[config.mk]
export PLATFORM = sky130hd
export DESIGN_NAME = shared_byte_store
export DESIGN_NICKNAME = d
export VERILOG_FILES = /design/src/rtl/shared_byte_store.sv
export SDC_FILE = /design/constraint.sdc
export NUM_CORES = 1
export LEC_CHECK = 0
export BUFFER_PORTS_ARGS = -buffer_cell sky130_fd_sc_hd__buf_2
export CORE_ASPECT_RATIO = 2
export CORE_MARGIN = 5
export CORE_UTILIZATION = 40
export DETAILED_ROUTE_END_ITERATION = 12
export PLACE_DENSITY = 0.64
export SYNTH_ARGS = -nofsm -noshare
export SYNTH_HDL_FRONTEND = slang
export SYNTH_SLANG_ARGS = --single-unit
[constraint.sdc]
create_clock -name clk -period 2.2 [get_ports clk]
set_clock_uncertainty 0.2 [all_clocks]
set_input_delay 0.33 -clock clk [delete_from_list [all_inputs] [get_ports clk]]
set_output_delay 0.33 -clock clk [all_outputs]
set_load 0.03 [all_outputs]
[src/rtl/shared_byte_store.sv]
module shared_byte_store #(
  parameter int ADDR_W = 4,
  parameter int DATA_W = 8
) (
  input  logic              clk,
  input  logic              rst,
  input  logic              host_wr,
  input  logic [ADDR_W-1:0] host_addr,
  input  logic [DATA_W-1:0] host_data,
  input  logic              host_block_start,
  input  logic              host_single,
  input  logic [ADDR_W-1:0] rd_addr,
  output logic [DATA_W-1:0] rd_data,
  output logic              busy
);
  localparam int DEPTH = 1 << ADDR_W;
  localparam logic [ADDR_W-1:0] LAST = ADDR_W'(DEPTH - 1);

  logic [DATA_W-1:0] mem [DEPTH];
  logic              blk_on;
  logic [ADDR_W-1:0] blk_ptr;

  wire blk_wr = blk_on & host_wr & ~host_block_start;
  wire sgl_wr = ~blk_on & host_wr & host_single & ~host_block_start;
  wire [ADDR_W-1:0] wr_addr = blk_on ? blk_ptr : host_addr;

  always_ff @(posedge clk)
    if (blk_wr | sgl_wr) mem[wr_addr] <= host_data;

  always_ff @(posedge clk) begin
    if (rst) begin
      blk_on  <= 1'b0;
      blk_ptr <= '0;
    end else if (host_block_start) begin
      blk_on  <= 1'b1;
      blk_ptr <= '0;
    end else if (blk_wr) begin
      blk_ptr <= blk_ptr + 1'b1;
      if (blk_ptr == LAST) blk_on <= 1'b0;
    end
  end

  assign rd_data = mem[rd_addr];
  assign busy    = blk_on | host_block_start | sgl_wr;

  AST_START_HOLDS_BUSY: assert property (@(posedge clk) disable iff (rst)
    host_block_start |=> busy && blk_ptr == '0);
  AST_PTR_STEPS: assert property (@(posedge clk) disable iff (rst)
    (blk_wr && blk_ptr != LAST) |=> blk_on && blk_ptr == $past(blk_ptr) + 1'b1);
  AST_FILL_ENDS: assert property (@(posedge clk) disable iff (rst)
    (blk_wr && blk_ptr == LAST) |=> !blk_on);
  AST_RESTART_ZERO: assert property (@(posedge clk) disable iff (rst)
    (blk_on && host_block_start) |=> blk_on && blk_ptr == '0);
  AST_QUIET_HOLDS: assert property (@(posedge clk) disable iff (rst)
    !busy |=> (rd_addr != $past(rd_addr)) || (rd_data == $past(rd_data)));
  AST_RESET_IDLE: assert property (@(posedge clk)
    rst |=> !blk_on);
endmodule

==> qor.txt, run 1 <==
Vias in the first global route: 2,930
Area Overhead vs Synth: 24.2%
Worst Hold Depth: 3
Seq cells post-synth: 133
Largest net degree at the start of global routing: 27
CP max stage delay: 0.49 ns
Max clock buf depth: 2
Total die area: 0.0158 sq mm
Antenna violations before repair: 0
DRT iter0 DRCs: 195
Hold Slack: 0.0448 ns
Post-DP HPWL: 7690 microns
Status: finished with violations
Die Span Y: 173 microns
CP required: 1.67 ns
Cell variety after synth: 34
Min-delay worst type: input pin to flop
Setup CP Type: flop to primary output
H-tree depth: 4
CP cell instances: mux4_2 > a22oi_2 > nand2_2 > buf_6
Pwr dens: 973 mW/mm^2
Antenna fix cells: 0
Reg-to-reg endpoint: mem[6][7]
Clock Tree Root: clkbuf_16
Overflow after GRT: 0
Setup Fix Bufs, Post-CTS: 0
Slew margin rel.: 0.375
CTS sink cnt: 133
Failing checks: setup timing
Syn Area/Cell: 20.5 sq um
NumNets Final: 346
Period minus WS final: 2.27 ns
Wire per inst: 22.3 microns
# rows: 59
Mapped Cells: 258
Clock Pin Slew Worst Setup and Hold Paths: 0.06 ns
Fin area: 0.00658 sq mm
Setup ws final: -0.0680 ns
Worst r2r src: blk_on
Final slew viol count: 0
Seq/Total Area, Yosys: 0.744
Worst slew pin tran: 0.933 ns
Die Wd: 91.4 microns
CTS tree: done
Count of input and output buffers: 29
Drt first pass iters: 4
Area of the core: 0.0130 sq mm
Commonest non-fill, non-tap cell in the layout: edfxtp_1
Final setup vio count: 40
Final Hold Fails: 0
Drt drc: 0
Most frequent cells in the layout: edfxtp_1 (128), mux4_2 (31), buf_4 (25), buf_2 (20)
Critical Path Slowest Stage Cell: mux4_2
Share of layout cells above drive strength 1: 0.401
Cell Area, Synth: 0.00530 sq mm
First-pass GRT wire length: 16,800 microns
Worst-skew pair later-pin latency: 0.40 ns
RSZ-0062 raised after global routing: true
Hold endpoint: blk_ptr[0]
Peak supply drop: 0.000524 V
Tcrit/Tclk final: 1.03
Static Leakage: 0.00220 uW
All-Layer GR Usage: 0.145
Drt total wl: 10,900 microns
Yosys warning count: 0
Crit-path max FO: 1
RePlAce Congestion: 0.729
DRT antenna net count: 0
Max-cap viol count: 0
Crit path DAT: 1.74 ns
Syn_nets: 280
Area after DPL: 0.00580 sq mm
Critical Path Source Type: flop
Via/cell ratio: 5.45
Min-delay src: host_block_start
Reg-to-reg slack, setup: -0.06 ns
CP Capture Type: primary output
Initial Util: 0.408
TritonCTS Buffers: 17
Register-to-Register Path Depth: 4
Max Fclk: 0.441 GHz
IO Count: 30
Vias: 2,664
logic make-up (layout without fill, tap and decap cells):
group | Yosys count | in the layout | share of synthesized area
multiplexers | 35 | 35 | 0.152
flip-flops | 133 | 133 | 0.744
buffers and inverters | 13 | 92 | 0.0184
AO/OA/AOI/OAI | 28 | 28 | 0.0397
adder cells (fa/ha/maj) | 1 | 1 | 0.00236
XOR/XNOR | 2 | 2 | 0.00331
AND/OR/NAND/NOR | 46 | 46 | 0.0399
synth_stat cells, drive strengths merged:
library cell   count  area (sq um)
edfxtp           128          3840
mux4              32           773
nor2              20          75.1
a22oi             17           128
nand2             10          37.5
buf                7          56.3
dfxtp              5           100
nor2b              4          25.0
o211ai             4          30.0
clkdlybuf4s25      3          30.0
nor3               3          15.0
a32oi              2          17.5
and2               2          12.5
inv                2          7.51
mux2i              2          20.0
nand3              2          10.0
a211o              1          8.76
a211oi             1          7.51
a21oi              1          5.00
a2bb2oi            1          8.76
and2b              1          7.51
and3b              1          8.76
clkbuf             1          3.75
ha                 1          12.5
mux2               1          11.3
nand4              1          6.26
nor3b              1          7.51
o21ai              1          5.00
or3                1          6.26
xnor2              1          8.76
xor2               1          8.76
worst max-delay path: cells and delay by family, from the launching register on:
family | cells | cell delay [ns]
flops | 1 | 0.36
simple gates | 1 | 0.10
compound gates | 1 | 0.23
mux | 1 | 0.49
buf+inv | 1 | 0.15
how the worst max path moves through the flow:
stage	from	end	slack, ns	depth (start not counted)
floorplan	blk_on	mem[11][0]	0.13	4
global placement	rd_addr[0]	rd_data[3]	-0.17	6
detailed placement	rd_addr[0]	rd_data[3]	-0.17	6
CTS	blk_on	mem[6][7]	-0.13	4
global route	blk_on	mem[6][4]	-0.24	4
finish	mem[11][7]	rd_data[7]	-0.07	4
power breakdown:
part | switching, uW | total [uW] | internal [uW]
logic | 202 | 368 | 166
clock network | 993 | 3240 | 2240
registers | 6.04 | 2800 | 2790
total | 1200 | 6400 | 5200
layer usage:
metal,track usage,share of wire,up-vias
met3,0.0370,0.037,17
met4,0.0624,0.025,0
met2,0.261,0.57,74
met5,0,0,-
met1,0.157,0.36,1367
li1,-,-,1206
timing repair:
action | in CTS | in global routing
resized for setup | 41 | 6
hold buffers | 1 | 0
endpoints found under the hold margin | 5 | 0
endpoints found under the setup margin | 40 | 72
pin swaps | 11 | 6
flip-flops by register name, indices dropped and copies added (netlist names):
| register | cells |
|---|---|
| blk_on | 1 |
| mem | 128 |
| blk_ptr | 4 |
stage by stage:
stage / power, uW / setup slack [ns] / std cells / setup TNS, ns / utilization
finish: 6400 / -0.0680 / 489 / -1.84 / 0.506
global route: 6590 / -0.239 / 489 / -8.51 / 0.506
CTS: 6440 / -0.131 / 489 / -4.24 / 0.505
detailed placement: 3180 / -0.172 / 456 / -5.47 / 0.447
global placement: 3170 / -0.167 / 456 / -3.97 / 0.447
floorplan: 3030 / 0.131 / 258 / 0 / -
final cells by class:
class	instances	area (sq um)
Tap cell	152	190
Clock inverter	12	251
Clock buffer	20	437
Timing Repair Buffer	58	468
Multi-Input combinational cell	112	1280
Fill cell	1023	6410
Sequential cell	133	3940
Inverter	2	7.51
Note: power is estimated with default switching activity, not from simulation.
==> run 2, diff against run 1 <==
- ABC_AREA: not set -> 1
- clock period: 2.2 -> 2.8 ns (I/O delays scaled with it)
==> qor.txt, run 2 <==
Status: completed
Drt first pass iters: 5 (+1)
Via/cell ratio: 4.79 (-12%)
Met1 usage: 0.209 (+0.0520)
Die Wd: 95.9 microns (+5.0%)
Multi-input logic area: 0.00138 sq mm (+7.9%)
Syn Area/Cell: 10.1 sq um (-51%)
Register name with the most flops: mem
Syn_nets: 608 (+120%)
Largest net degree at the start of global routing: 65 (+140%)
Max reg flops: 128 (unchanged)
Crit path DAT: 1.67 ns (-0.07 ns)
RePlAce Congestion: 0.830 (+14%)
Worst-skew pair later-pin latency: 0.41 ns (about the same)
Yosys top cell by area: edfxtp_1
Worst Path Buf+Inv: 3 (+2)
Main area contributors after synthesis: edfxtp_1 (65%), nand2_1 (12%), nand3_1 (8.5%)
Vias: 3,997 (+50%)
Seq/Total Area, Yosys: 0.668 (-0.0765)
DRT antenna net count: 0 (unchanged)
TritonCTS Buffers: 17 (unchanged)
Final Hold Fails: 0 (unchanged)
First-pass GRT wire length: 20,900 microns (+24%)
Cell Area, Synth: 0.00590 sq mm (+11%)
Synth top area share: 0.651 (-0.0746)
Total die area: 0.0174 sq mm (+10%)
H-tree depth: 4 (unchanged)
Top cells by count, synth: nand2_1 (181), edfxtp_1 (128), inv_1 (104), nand3_1 (100), nor2_1 (22)
Slew margin rel.: 0.517 (+0.141)
CP cell instances: buf_2 > inv_2 > nand3_1 > nand3_1 > nand3_1 > nand2_1 > buf_2
CTS sink cnt: 133 (unchanged)
Top flop regs: mem: 128 flops, blk_ptr: 4 flops, blk_on: 1 flops
Worst slew pin tran: 0.722 ns (-0.211 ns)
Final slew viol count: 0 (unchanged)
GRT busiest layer: met2
CP max stage delay: 0.43 ns (-0.06 ns)
CP required: 2.18 ns (+0.51 ns)
Drt total wl: 13,400 microns (+22%)
Pwr dens: 675 mW/mm^2 (-31%)
Clock Tree Root: clkbuf_16
Seq cells post-synth: 133 (unchanged)
Antenna violations before repair: 0 (unchanged)
CP Capture Type: primary output
Drt drc: 0 (unchanged)
M2 GR Usage: 0.271 (+0.00991)
Max Fclk: 0.436 GHz
Mapped Cells: 586 (+130%)
NumNets Final: 649 (+88%)
Wire per inst: 16.0 microns (-28%)
Number of enable flip-flop cells after synthesis: 128 (unchanged)
Final setup vio count: 0 (-100%)
Util after Layout: 0.467 (-0.0393)
FF/Latch Area: 0.00394 sq mm (unchanged)
Antenna fix cells: 0 (unchanged)
Area Overhead vs Synth: 16.0%
Filler cells: 1,391 (+36%)
Post-DP HPWL: 8400 microns (+9.3%)
RSZ-0062 raised after global routing: false
Commonest non-fill, non-tap cell in the layout: nand2_1
DRT iter0 DRCs: 324 (+66%)
Crit-path max FO: 32 (+31)
Overflow after GRT: 0 (unchanged)
Max clock buf depth: 2 (unchanged)
Yosys warning count: 0 (unchanged)
Tcrit/Tclk final: 0.819
Final setup TNS: 0 ns (+1.84 ns)
All-Layer GR Usage: 0.166 (+0.0212)
Critical Path Slowest Stage Cell: inv_2
Max-cap viol count: 0 (unchanged)
Setup Fix Bufs, Post-CTS: 0 (unchanged)
Peak supply drop: 0.000548 V (+4.6%)
Vias in the first global route: 3,870 (+32%)
Die Span Y: 182 microns (+5.3%)
Period minus WS final: 2.29 ns
Critical Path Source Type: input pin
IO Count: 30 (unchanged)
CTS tree: done
Top-count cell post-synth: nand2_1
Clock Pin Slew Worst Setup and Hold Paths: 0.06 ns (about the same)
# rows: 63 (+6.8%)
CP top delay family: buffers and inverters
Area of the core: 0.0147 sq mm (+13%)
Ys async rst share: 0 (unchanged)
Min-delay worst type: input pin to flop
Count of input and output buffers: 29 (unchanged)
Share of layout cells above drive strength 1: 0.128 (-0.272)
Ys flop type: edfxtp_1
Cell variety after synth: 24 (-29%)
GR met3 Demand/Resource: 0.0460 (+0.00906)
Initial Util: 0.403 (-0.00503)
CP most frequent cell: nand3_1
Most frequent cells in the layout: nand2_1 (181), edfxtp_1 (128), inv_1 (104), nand3_1 (100), buf_2 (29)
Setup CP Type: input pin to primary output
Static Leakage: 0.00294 uW (+34%)
[run 2: cell types whose count changed after synthesis, moves of 10 or more]
cell     previous run  this run
mux4_1             14         0
mux4_2             18         0
a22oi_1            17         0
inv_1               2       104
nand2_1            10       181
nand3_1             2       100
buf_2               3        13
[run 2: area by class of cell]
class                           instances  area share
Sequential cell                       133       0.576
Multi-Input combinational cell        321       0.202
Inverter                              107      0.0587
Clock inverter                         12      0.0192
Tap cell                              195      0.0356
Clock buffer                           20      0.0638
Timing Repair Buffer                   47      0.0450
[run 2: through the flow]
| step | power (uW) | instances | instance area (sq um) | hold slack (ns) | worst slack [ns] |
|---|---|---|---|---|---|
| 2_1_floorplan | 2440 | 586 | 5900 | 0.222 | 0.944 |
| 3_3_place_gp | 2560 | 802 | 6270 | 0.234 | 0.529 |
| 3_5_place_dp | 2560 | 802 | 6270 | 0.245 | 0.506 |
| 4_1_cts | 4650 | 835 | 6850 | 0.113 | 0.506 |
| 5_1_grt | 4780 | 835 | 6850 | 0.131 | 0.348 |
| 6_report | 4620 | 835 | 6850 | 0.127 | 0.508 |
[run 2: logic make-up after synthesis]
logic type | Yosys count | share of synthesized area
fa+ha+maj | 1 | 0.00212
buf+inv | 132 | 0.0981
compound gates | 10 | 0.00911
flops | 133 | 0.668
simple gates | 310 | 0.223
[run 2: worst paths after layout]
check	from	endpoint	slack (ns)	cells after the start
hold reg to reg	blk_ptr[3]	blk_ptr[3]	0.25	1
setup / recovery	rd_addr[1]	rd_data[5]	0.51	7
hold / removal	host_wr	blk_ptr[0]	0.13	3
setup reg to reg	blk_on	mem[8][5]	0.51	4
[run 2: report_power, final]
group / switching (uW) / total (uW) / internal (uW)
clock: 796 / 2100 / 1310
combinational: 227 / 311 / 83.5
sequential: 6.61 / 2210 / 2200
[run 2: metal layers]
layer	share of wire	routed length, microns
met2	0.51	6830
met1	0.41	5420
met4	0.014	190
met5	0	0
met3	0.068	911
[run 2: timing repair]
item,in CTS,in global routing
endpoints found under the setup margin,0,0
hold endpoints to repair,1,0
gates resized for setup,0,0
hold buffers,1,0
[run 2: worst min-delay path, cell delays in order]
cell	delay, ns
buf_2	0.12
nand2_1	0.09
a21oi_1	0.07
==> run 3, diff against run 2 <==
- PLACE_DENSITY: 0.64 -> 0.66
- clock period: 2.8 -> 2 ns (I/O delays scaled with it)
==> qor.txt, run 3 (synthesized netlist as in run 2, its figures left out) <==
RePlAce Congestion: 0.844 (+1.6%)
Drt total wl: 13,400 microns (+0.11%)
Final setup TNS: 0 ns (unchanged)
Overflow after GRT: 0 (unchanged)
Worst Path Buf+Inv: 2 (-1)
Die Span Y: 182 microns (unchanged)
CTS sink cnt: 133 (unchanged)
Initial Util: 0.403 (unchanged)
Area Overhead vs Synth: 20.0%
Clock Tree Root: clkbuf_16
Final setup vio count: 0 (unchanged)
Pwr dens: 952 mW/mm^2 (+41%)
Wire per inst: 15.8 microns (-1.1%)
Antenna fix cells: 0 (unchanged)
Max reg flops: 128 (unchanged)
Setup CP Type: flop to primary output
Static Leakage: 0.00306 uW (+4.0%)
Register name with the most flops: mem
Drt first pass iters: 5 (unchanged)
NumNets Final: 659 (+1.5%)
Met2 WL: 6700 microns (-1.8%)
CP required: 1.50 ns (-0.68 ns)
Met1 WL: 5680 microns (+4.7%)
Status: completed
All-Layer GR Usage: 0.166 (about the same)
Filler cells: 1,376 (-1.1%)
Critical Path Source Type: flop
Largest net degree at the start of global routing: 59 (-9.2%)
Max Fclk: 0.513 GHz
CP max stage delay: 0.36 ns (-0.07 ns)
Worst-skew pair later-pin latency: 0.41 ns (about the same)
Via/cell ratio: 4.79 (about the same)
Setup Fix Bufs, Post-CTS: 0 (unchanged)
Final slew viol count: 0 (unchanged)
Top flop regs: mem: 128 flops, blk_ptr: 4 flops, blk_on: 1 flops
H-tree depth: 4 (unchanged)
# rows: 63 (unchanged)
Final Hold Fails: 0 (unchanged)
Most frequent cells in the layout: nand2_1 (179), edfxtp_1 (128), inv_1 (104), nand3_1 (88), buf_2 (25)
RSZ-0062 raised after global routing: true
Count of input and output buffers: 29 (unchanged)
First-pass GRT wire length: 21,300 microns (+2.0%)
Tcrit/Tclk final: 0.975
Post-DP HPWL: 8650 microns (+2.9%)
Worst slew pin tran: 0.384 ns (-0.339 ns)
DR top layer: met4
Met3 routed WL: 689 microns (-24%)
Vias: 4,047 (+1.3%)
Max clock buf depth: 2 (unchanged)
Period minus WS final: 1.95 ns
Die Wd: 95.9 microns (unchanged)
DRT iter0 DRCs: 314 (-3.1%)
CP cell instances: inv_1 > nand2_1 > nand3_2 > nand3_1 > nand3_1 > nand2_1 > buf_4
Crit path DAT: 1.45 ns (-0.22 ns)
CP top delay family: simple AND/OR/NAND/NOR gates
Peak supply drop: 0.000700 V (+28%)
DRT antenna net count: 0 (unchanged)
Vias in the first global route: 3,977 (+2.8%)
Area of the core: 0.0147 sq mm (unchanged)
Critical Path Slowest Stage Cell: edfxtp_1
Crit-path max FO: 1 (-97%)
CP Capture Type: primary output
Slew margin rel.: 0.744 (+0.227)
Drt drc: 0 (unchanged)
Antenna violations before repair: 0 (unchanged)
Commonest non-fill, non-tap cell in the layout: nand2_1
IO Count: 30 (unchanged)
Share of layout cells above drive strength 1: 0.163 (+0.0350)
Total die area: 0.0174 sq mm (unchanged)
Util after Layout: 0.483 (+0.0163)
Clock Pin Slew Worst Setup and Hold Paths: 0.06 ns (about the same)
TritonCTS Buffers: 17 (unchanged)
Max-cap viol count: 0 (unchanged)
CTS tree: done
Min-delay worst type: input pin to flop
[run 3: cell count changes in the layout (fill, tap and decap cells not counted), moves of 3 or more]
cell / delta
nand3_1: -12
nand3_2: +12
buf_4: +9
buf_2: -4
clkinv_1: +4
buf_12: +3
clkbuf_1: -3
[run 3: area by class of cell]
type | count | area (sq um) | share of cell area
clock buffers | 17 | 425 | 0.0600
flip-flops and latches | 133 | 3950 | 0.557
repair buffers | 57 | 438 | 0.0618
well taps | 195 | 244 | 0.0344
clock inverters | 15 | 185 | 0.0261
inverters | 107 | 402 | 0.0567
multi-input cells | 321 | 1450 | 0.204
[run 3: metal layers]
metal / GRT usage / vias to the layer above
li1: - / 1990
met1: 0.218 / 1906
met2: 0.262 / 126
met3: 0.0381 / 25
met4: 0.0656 / 0
met5: 0 / -
[run 3: worst paths after layout]
kind	from	endpoint	slack (ns)	depth (start not counted)
setup / recovery	mem[0][2]	rd_data[2]	0.05	7
hold reg to reg	blk_ptr[3]	blk_ptr[3]	0.25	1
setup reg to reg	blk_on	mem[15][3]	0.18	5
hold / removal	host_wr	blk_ptr[0]	0.02	3
[run 3: timing repair]
action / 4_1_cts / 5_1_grt
hold endpoints to repair: 4 / 0
pin swaps: 0 / 3
setup endpoints to repair: 3 / 96
hold buffers: 1 / 0
resized for setup: 3 / 21
[run 3: worst reg2reg max path, stage by stage, from the launching register on]
cell and delay (ns):
dfxtp_2 0.44, nor2_1 0.09, a21oi_2 0.19, nand3_1 0.22, nor2_1 0.18, buf_4 0.20
[run 3: stage by stage]
stage / total power [uW] / instances / hold slack [ns] / area (sq um) / worst slack [ns]
2_1_floorplan: 3420 / 586 / 0.179 / 5900 / 0.205
3_3_place_gp: 3590 / 812 / 0.240 / 6380 / 0.0987
3_5_place_dp: 3600 / 812 / 0.238 / 6380 / 0.0687
4_1_cts: 6770 / 845 / 0.00505 / 7010 / 0.00172
5_1_grt: 6980 / 845 / 0.0210 / 7090 / -0.0372
6_report: 6750 / 845 / 0.0157 / 7090 / 0.0501
[run 3: power breakdown]
| group | total (uW) | internal [uW] | switching [uW] |
|---|---|---|---|
| sequential | 3090 | 3080 | 9.44 |
| combinational | 473 | 147 | 326 |
| clock | 3190 | 2070 | 1120 |
